`config.mk`:
```
export PLATFORM = sky130hd
export DESIGN_NAME = synth_cfg_port
export DESIGN_NICKNAME = d
export VERILOG_FILES = /design/src/rtl/synth_cfg_pkg.sv /design/src/rtl/synth_cfg_sync.sv /design/src/rtl/synth_cfg_shifter.sv /design/src/rtl/synth_cfg_store.sv /design/src/rtl/synth_cfg_port.sv
export SDC_FILE = /design/constraint.sdc
export NUM_CORES = 1
export LEC_CHECK = 0
export BUFFER_PORTS_ARGS = -buffer_cell sky130_fd_sc_hd__buf_2
export CAP_MARGIN = 30
export CORE_MARGIN = 5
export CORE_UTILIZATION = 51
export DETAILED_ROUTE_END_ITERATION = 7
export PLACE_DENSITY = 0.77
export SKIP_CTS_REPAIR_TIMING = 1
export SKIP_LAST_GASP = 1
export SLEW_MARGIN = 10
export SYNTH_ARGS = -nofsm -noshare
export SYNTH_HDL_FRONTEND = slang
export SYNTH_SLANG_ARGS = --single-unit
```
`constraint.sdc`:
```
create_clock -name clk -period 1.3 [get_ports clk]
set_input_delay 0.13 -clock clk [delete_from_list [all_inputs] [get_ports clk]]
set_output_delay 0.13 -clock clk [all_outputs]
set_load 0.01 [all_outputs]
```
`src/rtl/synth_cfg_pkg.sv`:
```
package synth_cfg_pkg;
  localparam int unsigned M_W     = 9;
  localparam int unsigned N_W     = 2;
  localparam int unsigned T_W     = 3;
  localparam int unsigned FRAME_W = T_W + N_W + M_W;
  localparam int unsigned RATIO_W = (1 << N_W) + 1;

  typedef struct packed {
    logic [T_W-1:0] t;
    logic [N_W-1:0] n;
    logic [M_W-1:0] m;
  } cfg_t;

  // Post-divide ratio: two raised to (select + 1)
  function automatic logic [RATIO_W-1:0] ratio_of(input logic [N_W-1:0] sel);
    logic [RATIO_W-1:0] r;
    r = RATIO_W'(2);
    return r << sel;
  endfunction

  // Count outside the lockable window
  function automatic logic m_unlockable(input logic [M_W-1:0] m,
                                        input int unsigned lo,
                                        input int unsigned hi);
    return (32'(m) < lo) || (32'(m) > hi);
  endfunction

  function automatic cfg_t unpack_frame(input logic [FRAME_W-1:0] f);
    return cfg_t'(f);
  endfunction
endpackage

```
`src/rtl/synth_cfg_sync.sv`:
```
module synth_cfg_sync #(
  parameter int W      = 4,
  parameter int STAGES = 2
) (
  input  logic         clk,
  input  logic         rst_n,
  input  logic [W-1:0] async_i,
  output logic [W-1:0] level_o,
  output logic [W-1:0] rise_o,
  output logic [W-1:0] fall_o
);
  logic [W-1:0] pipe_q [STAGES];
  logic [W-1:0] prev_q;

  always_ff @(posedge clk or negedge rst_n) begin
    if (!rst_n) begin
      for (int i = 0; i < STAGES; i++) pipe_q[i] <= '0;
      prev_q <= '0;
    end else begin
      pipe_q[0] <= async_i;
      for (int i = 1; i < STAGES; i++) pipe_q[i] <= pipe_q[i-1];
      prev_q <= pipe_q[STAGES-1];
    end
  end

  assign level_o = pipe_q[STAGES-1];

  for (genvar g = 0; g < W; g++) begin : g_edge
    assign rise_o[g] =  level_o[g] & ~prev_q[g];
    assign fall_o[g] = ~level_o[g] &  prev_q[g];
  end
endmodule

```
`src/rtl/synth_cfg_shifter.sv`:
```
module synth_cfg_shifter #(
  parameter int W = 14
) (
  input  logic         clk,
  input  logic         rst_n,
  input  logic         shift_i,
  input  logic         bit_i,
  output logic [W-1:0] frame_o
);
  always_ff @(posedge clk or negedge rst_n) begin
    if (!rst_n)       frame_o <= '0;
    else if (shift_i) frame_o <= {frame_o[W-2:0], bit_i};
  end
endmodule

```
`src/rtl/synth_cfg_store.sv`:
```
module synth_cfg_store
  import synth_cfg_pkg::*;
(
  input  logic               clk,
  input  logic               rst_n,
  input  logic               par_cap_i,
  input  logic               ser_latch_i,
  input  logic [M_W-1:0]     par_m_i,
  input  logic [N_W-1:0]     par_n_i,
  input  logic [FRAME_W-1:0] frame_i,
  output cfg_t               cfg_o,
  output logic               loaded_o
);
  always_ff @(posedge clk or negedge rst_n) begin
    if (!rst_n) begin
      cfg_o    <= '0;
      loaded_o <= 1'b0;
    end else if (par_cap_i) begin
      cfg_o.m  <= par_m_i;
      cfg_o.n  <= par_n_i;
      loaded_o <= 1'b1;
    end else if (ser_latch_i) begin
      cfg_o    <= unpack_frame(frame_i);
      loaded_o <= 1'b1;
    end
  end
endmodule

```
`src/rtl/synth_cfg_port.sv`:
```
module synth_cfg_port
  import synth_cfg_pkg::*;
#(
  parameter int          SYNC_STAGES = 2,
  parameter int unsigned LOCK_M_MIN  = 200,
  parameter int unsigned LOCK_M_MAX  = 400
) (
  input  logic               clk,
  input  logic               rst_n,
  input  logic               ser_clk_i,
  input  logic               ser_data_i,
  input  logic               ser_load_i,
  input  logic               par_load_i,
  input  logic [M_W-1:0]     par_m_i,
  input  logic [N_W-1:0]     par_n_i,
  output logic [M_W-1:0]     cfg_m_o,
  output logic [N_W-1:0]     cfg_n_o,
  output logic [T_W-1:0]     cfg_t_o,
  output logic [RATIO_W-1:0] div_ratio_o,
  output logic               unlock_o,
  output logic               cfg_loaded_o
);
  localparam int CTL_W     = 4;
  localparam int IDX_SCLK  = 0;
  localparam int IDX_SDATA = 1;
  localparam int IDX_SLOAD = 2;
  localparam int IDX_PLOAD = 3;

  logic [CTL_W-1:0]   ctl_lvl, ctl_rise, ctl_fall;
  logic [FRAME_W-1:0] frame_q;
  cfg_t               cfg_q;

  // Named internal events, used by the bound checker
  logic shift_ev, ser_latch_ev, par_cap_ev;

  synth_cfg_sync #(.W(CTL_W), .STAGES(SYNC_STAGES)) u_sync (
    .clk     (clk),
    .rst_n   (rst_n),
    .async_i ({par_load_i, ser_load_i, ser_data_i, ser_clk_i}),
    .level_o (ctl_lvl),
    .rise_o  (ctl_rise),
    .fall_o  (ctl_fall)
  );

  assign shift_ev     = ctl_rise[IDX_SCLK];
  assign ser_latch_ev = ctl_fall[IDX_SLOAD] &  ctl_lvl[IDX_PLOAD];
  assign par_cap_ev   = ctl_rise[IDX_PLOAD] & ~ctl_lvl[IDX_SLOAD];

  synth_cfg_shifter #(.W(FRAME_W)) u_shift (
    .clk     (clk),
    .rst_n   (rst_n),
    .shift_i (shift_ev),
    .bit_i   (ctl_lvl[IDX_SDATA]),
    .frame_o (frame_q)
  );

  synth_cfg_store u_store (
    .clk         (clk),
    .rst_n       (rst_n),
    .par_cap_i   (par_cap_ev),
    .ser_latch_i (ser_latch_ev),
    .par_m_i     (par_m_i),
    .par_n_i     (par_n_i),
    .frame_i     (frame_q),
    .cfg_o       (cfg_q),
    .loaded_o    (cfg_loaded_o)
  );

  assign cfg_m_o     = cfg_q.m;
  assign cfg_n_o     = cfg_q.n;
  assign cfg_t_o     = cfg_q.t;
  assign div_ratio_o = ratio_of(cfg_q.n);
  assign unlock_o    = m_unlockable(cfg_q.m, LOCK_M_MIN, LOCK_M_MAX);
endmodule

```
# Word level (Yosys, flattened, before mapping)
# Index checks and enable logic that the tools add are counted.
word_totals:
  out_inout_bits: 21
  input_bits: 17
  wordCells: 27
  regBits: 41
classes:
  n_lt_le_gt_ge: 2
  bitwise_logic: 9
  n_mux: 4
  n_reduce_logical: 3
  shift: 1
ops:
  columns: ["op", "count"]
  rows:
  - ["2-to-1 mux 11 bit", 2]
  - ["greater-than comparator 9 bit, second input constant", 1]
  - ["less-than comparator 9 x 8 -> 1 bit, second input constant", 1]
  - ["AND 1 bit", 5]
  - ["<< shifter 2 x 2 -> 5 bit, first input constant", 1]
  - ["NOT 1 bit", 4]
  - ["2-to-1 mux 1 bit", 2]
  - ["AND reduction 2 bit", 1]
  - ["nonzero test 2 bit", 1]
  - ["logical OR 1 bit", 1]

# Depth between registers and ports, before layout
depth:
  depth_word: 5
  mapped_depth: 4
  ltp_nobuf: 3

# By module
# A second synthesis with hierarchy kept.
hier_totals:
  cells_unflattened: 123
  area_unflattened_um2: 1655.3
modules_own_cells:
  columns: ["module", "n_inst", "cells_each", "area_per_inst_um2", "seq_area_each_um2"]
  rows:
  - ["synth_cfg_store", 1, 56, 671.9, 375.4]
  - ["synth_cfg_shifter", 1, 29, 519.2, 350.3]
  - ["synth_cfg_sync", 1, 24, 380.4, 300.3]
  - ["synth_cfg_port", 1, 14, 83.8, 0.0]

# Least setup slack after synthesis
# No wires, ideal clock.
synth_path:
  kind: "flip-flop to output port"
  from: "register u_store.cfg_o[3] (netlist name)"
  to: "output unlock_o"
  arrival_time_ps: 1144
  t_required_ps: 1170
  path_buffers: 0
  slack_ps: 26
  stages_incl_launch_ff: 4
  cell_sequence: "dfrtp_1 > o41a_1 > o31ai_1 > a21oi_1"
synth_between:
  elab_chain_len: 2
  word_cells_on_any_way: 3
  classes_between: "order compare: 2; reduce/logical: 1"
synth_lines:
  columns: ["element", "line", "source"]
  rows:
  - ["from (decl)", "synth_cfg_store.sv:11", "output cfg_t cfg_o,"]
  - ["from (signal assigned)", "synth_cfg_store.sv:23", "cfg_o <= unpack_frame(frame_i);"]
  - ["less-than comparator 9 x 8 -> 1 bit / greater-than comparator 9 bit (equally long branches)", "synth_cfg_pkg.sv:25", "return (32'(m) < lo) || (32'(m) > hi);"]
  - ["logical OR 1 bit *", "synth_cfg_pkg.sv:25", null]
  - ["to (decl)", "synth_cfg_port.sv:20", "output logic unlock_o,"]
# Every way passes the cells marked *; elsewhere a longest branch is shown, timed or not.

# Worst setup path in the final report
# Ends and elaborated chain as after synthesis.

==> key figures <==
Finish
  • Fillers: 232
  • Antenna cells: 0
  • Final net count: 182
  • Fraction of layout cells with a size suffix above 1: 0.446
  • Area grow syn2layout: 27.1%
  • Finished Layout Cells: 199

Synthesis
  • Yosys warnings: 0
  • Register bit total from synthesis: 40
  • Average size of a mapped cell: 13.9 µm²
  • Post-Synthesis Cells: 112
  • Dominant cells by area after synthesis: dfrtp_1 (64%), mux2_2 (12%), o22ai_1 (2.8%), a2bb2oi_1 (2.3%), o2bb2ai_1 (2.3%)
  • Yosys top cell by area: dfrtp_1
  • Share of the synthesized area in the top cell type: 0.645
  • Mapped Area: 0.00155 mm²
  • Synth unique cells: 26
  • Mapped Nets: 129
  • Post-synthesis sequential area ratio: 0.645

Timing
  • Slew Viols, Final: 0
  • Hold Vio Cnt, Final: 0
  • FMAX: 0.580 GHz
  • Setup violators final: 1
  • Setup_tns: -0.424 ns
  • Hold Slack: 0.0936 ns
  • RSZ-0062 raised after global routing: yes
  • Clock Skew: 0.0101 ns
  • Fin worst setup slack: -0.424 ns
  • Tcrit/Tclk final: 1.33
  • Fin crit period: 1.72 ns

Routing
  • DRC Markers: 0
  • Per-cell routed wire length: 15.4 µm
  • Vias per cell: 5.46
  • Antenna viol nets, final: 0
  • DRT iter0 DRCs: 62
  • 1st-pass router iterations: 4
  • Vias: 1087
  • Final wirelength: 3060 µm

Floorplanning
  • Starting density of the core: 0.521
  • Die Width: 65.2 µm
  • Number of core rows: 20
  • Die Footprint: 0.00425 mm²
  • Die H: 65.2 µm
  • Core box area: 0.00298 mm²
  • # IOs: 38

Clock tree
  • Clk_lat worst skew: 0.34 ns
  • CTS H-tree lvls: 2
  • CTS tree: yes
  • Clock sink total: 40
  • Clk buf depth: 2
  • Num CTS Buffers: 5
  • Clock transition at path regs: 0.12 ns
  • Clock root buffer: clkbuf_4

Worst setup path
  • Crit path required time: 1.17 ns
  • Setup crit start kind: flop
  • CP Capture Type: primary output
  • Kind of critical path: flop to primary output
  • CP Data Arrival Time: 1.59 ns
  • CP Max Fanout: 2

Power and ir drop
  • Peak supply drop: 0.000878 V
  • Pwr dens: 1730 mW/mm²
  • P_leak: 0.000925 µW
  • Total power draw: 3410 µW

Place
  • Final HPWL DP: 2200 µm
  • Placed cell count: 186
  • RePlAce Congestion: 0.801
  • I/O Buffers: 36

Min path
  • Hold WC Path Type: input pin to flop

Outcome
  • Outcome: finished with violations
  • Violations in the final reports: negative setup slack

Global route
  • First-pass GRT wire length: 5270 µm
  • Initial antenna violation count: 0
  • Vias in the first global route: 1107
  • Largest net degree at the start of global routing: 22
  • Remaining global-route overflow: 0
  • Met2 global-route usage: 0.265
  • Global Route met3 Usage: 0.0444
  • Gr busiest metal: met2
  • Met1 usage: 0.207
  • Total Routing Usage GR: 0.165

Flow run
  • Max_cap viols: 0
==> layout make-up <==
cell class / instances / area, µm² / area share
inverter: 1 / 3.75 / 0.00190
tap: 33 / 41.3 / 0.0209
clock buffer: 7 / 65.1 / 0.0330
sequential: 40 / 1000 / 0.507
clock inverter: 1 / 30.0 / 0.0152
timing repair buffer: 51 / 318 / 0.161
multi-input combinational: 66 / 514 / 0.261
==> cells by family (layout without fill, tap and decap cells) <==
family,after synthesis,count (layout),share of synthesized area
buffers and inverters,6,60,0.0258
AO/OA/AOI/OAI,27,27,0.131
flip-flops,40,40,0.645
other,1,1,0.00242
multiplexers,17,17,0.123
AND/OR/NAND/NOR,21,21,0.0733
==> layer usage <==
layer  vias up  routed length (µm)
li1        516                   -
met2        34                1530
met5         -                   0
met4         0                  62
met3         8                 176
met1       529                1290
==> Yosys cell counts <==
cell / instances
a2bb2oi_1: 4
nand2_1: 2
nand3b_1: 1
nor3_1: 5
o41a_1: 1
o21ai_0: 1
mux2_2: 17
and2_1: 1
inv_1: 1
nand2b_1: 2
buf_4: 2
a211oi_1: 3
nand2_2: 1
buf_2: 2
conb_1: 1
a21oi_1: 1
nor2b_1: 4
dfrtp_1: 40
o31ai_1: 1
o22ai_1: 7
buf_6: 1
o2bb2ai_1: 4
and2_4: 1
nor2_1: 4
a22oi_1: 4
o21a_1: 1
==> through the flow <==
step                utilization  worst slack [ns]  cell area, µm²
finish                    0.663            -0.424            1970
global route              0.663            -0.477            1970
detailed placement        0.613           -0.0446            1830
CTS                       0.645            -0.431            1920
global placement          0.613           -0.0313            1830
floorplan                     -            0.0260            1550
==> placed cells by master (no fill, tap or decap), types with 2 or more instances in the layout <==
| master | n |
|---|---|
| nor3_1 | 5 |
| nor2b_1 | 3 |
| dlygate4sd3_1 | 5 |
| buf_4 | 9 |
| clkbuf_4 | 5 |
| a2bb2oi_1 | 4 |
| nand2b_1 | 2 |
| o2bb2ai_1 | 4 |
| clkbuf_8 | 2 |
| buf_2 | 36 |
| nand2_1 | 2 |
| nor2_1 | 4 |
| a22oi_1 | 4 |
| dfrtp_1 | 40 |
| mux2_2 | 17 |
| a211oi_1 | 3 |
| o22ai_1 | 7 |
==> critical path, stage by stage, from the launching register on <==
cell     delay [ns]
dfrtp_1        0.39
o41a_1         0.42
o31ai_1        0.22
a21oi_1        0.09
buf_2          0.14
==> flip-flops by register name, indices dropped and copies added (netlist names) <==
name / count
u_sync.prev_q: 3
u_store.loaded_o: 1
u_store.cfg_o: 14
u_sync.pipe_q: 4
u_shift.frame_o: 14
u_sync.level_o: 4
==> where the power goes <==
part           internal (µW)  switching, µW  total (µW)  leakage (µW)
combinational            429            316         745      0.000394
sequential              1540            229        1770      0.000480
clock                    511            388         899     0.0000515
==> path summary, 6_finish.rpt <==
path	to	cells past startpoint	slack [ns]	from
min in group asynchronous	u_store.cfg_o[5]$_DFFE_PN0P_	2	0.27	rst_n
worst max register to register	u_store.cfg_o[0]$_DFFE_PN0P_	4	0.10	u_sync.level_o[3]$_DFF_PN0_
worst min register to register	u_sync.level_o[2]$_DFF_PN0_	0	0.37	u_sync.pipe_q[6]$_DFF_PN0_
worst min-delay path	u_store.cfg_o[9]$_DFFE_PN0P_	3	0.09	par_n_i[0]
worst max-delay path	unlock_o	4	-0.42	u_store.cfg_o[3]$_DFFE_PN0P_
max in group asynchronous	u_sync.pipe_q[4]$_DFF_PN0_	3	0.56	rst_n
Power figures use the tool's default switching activity.
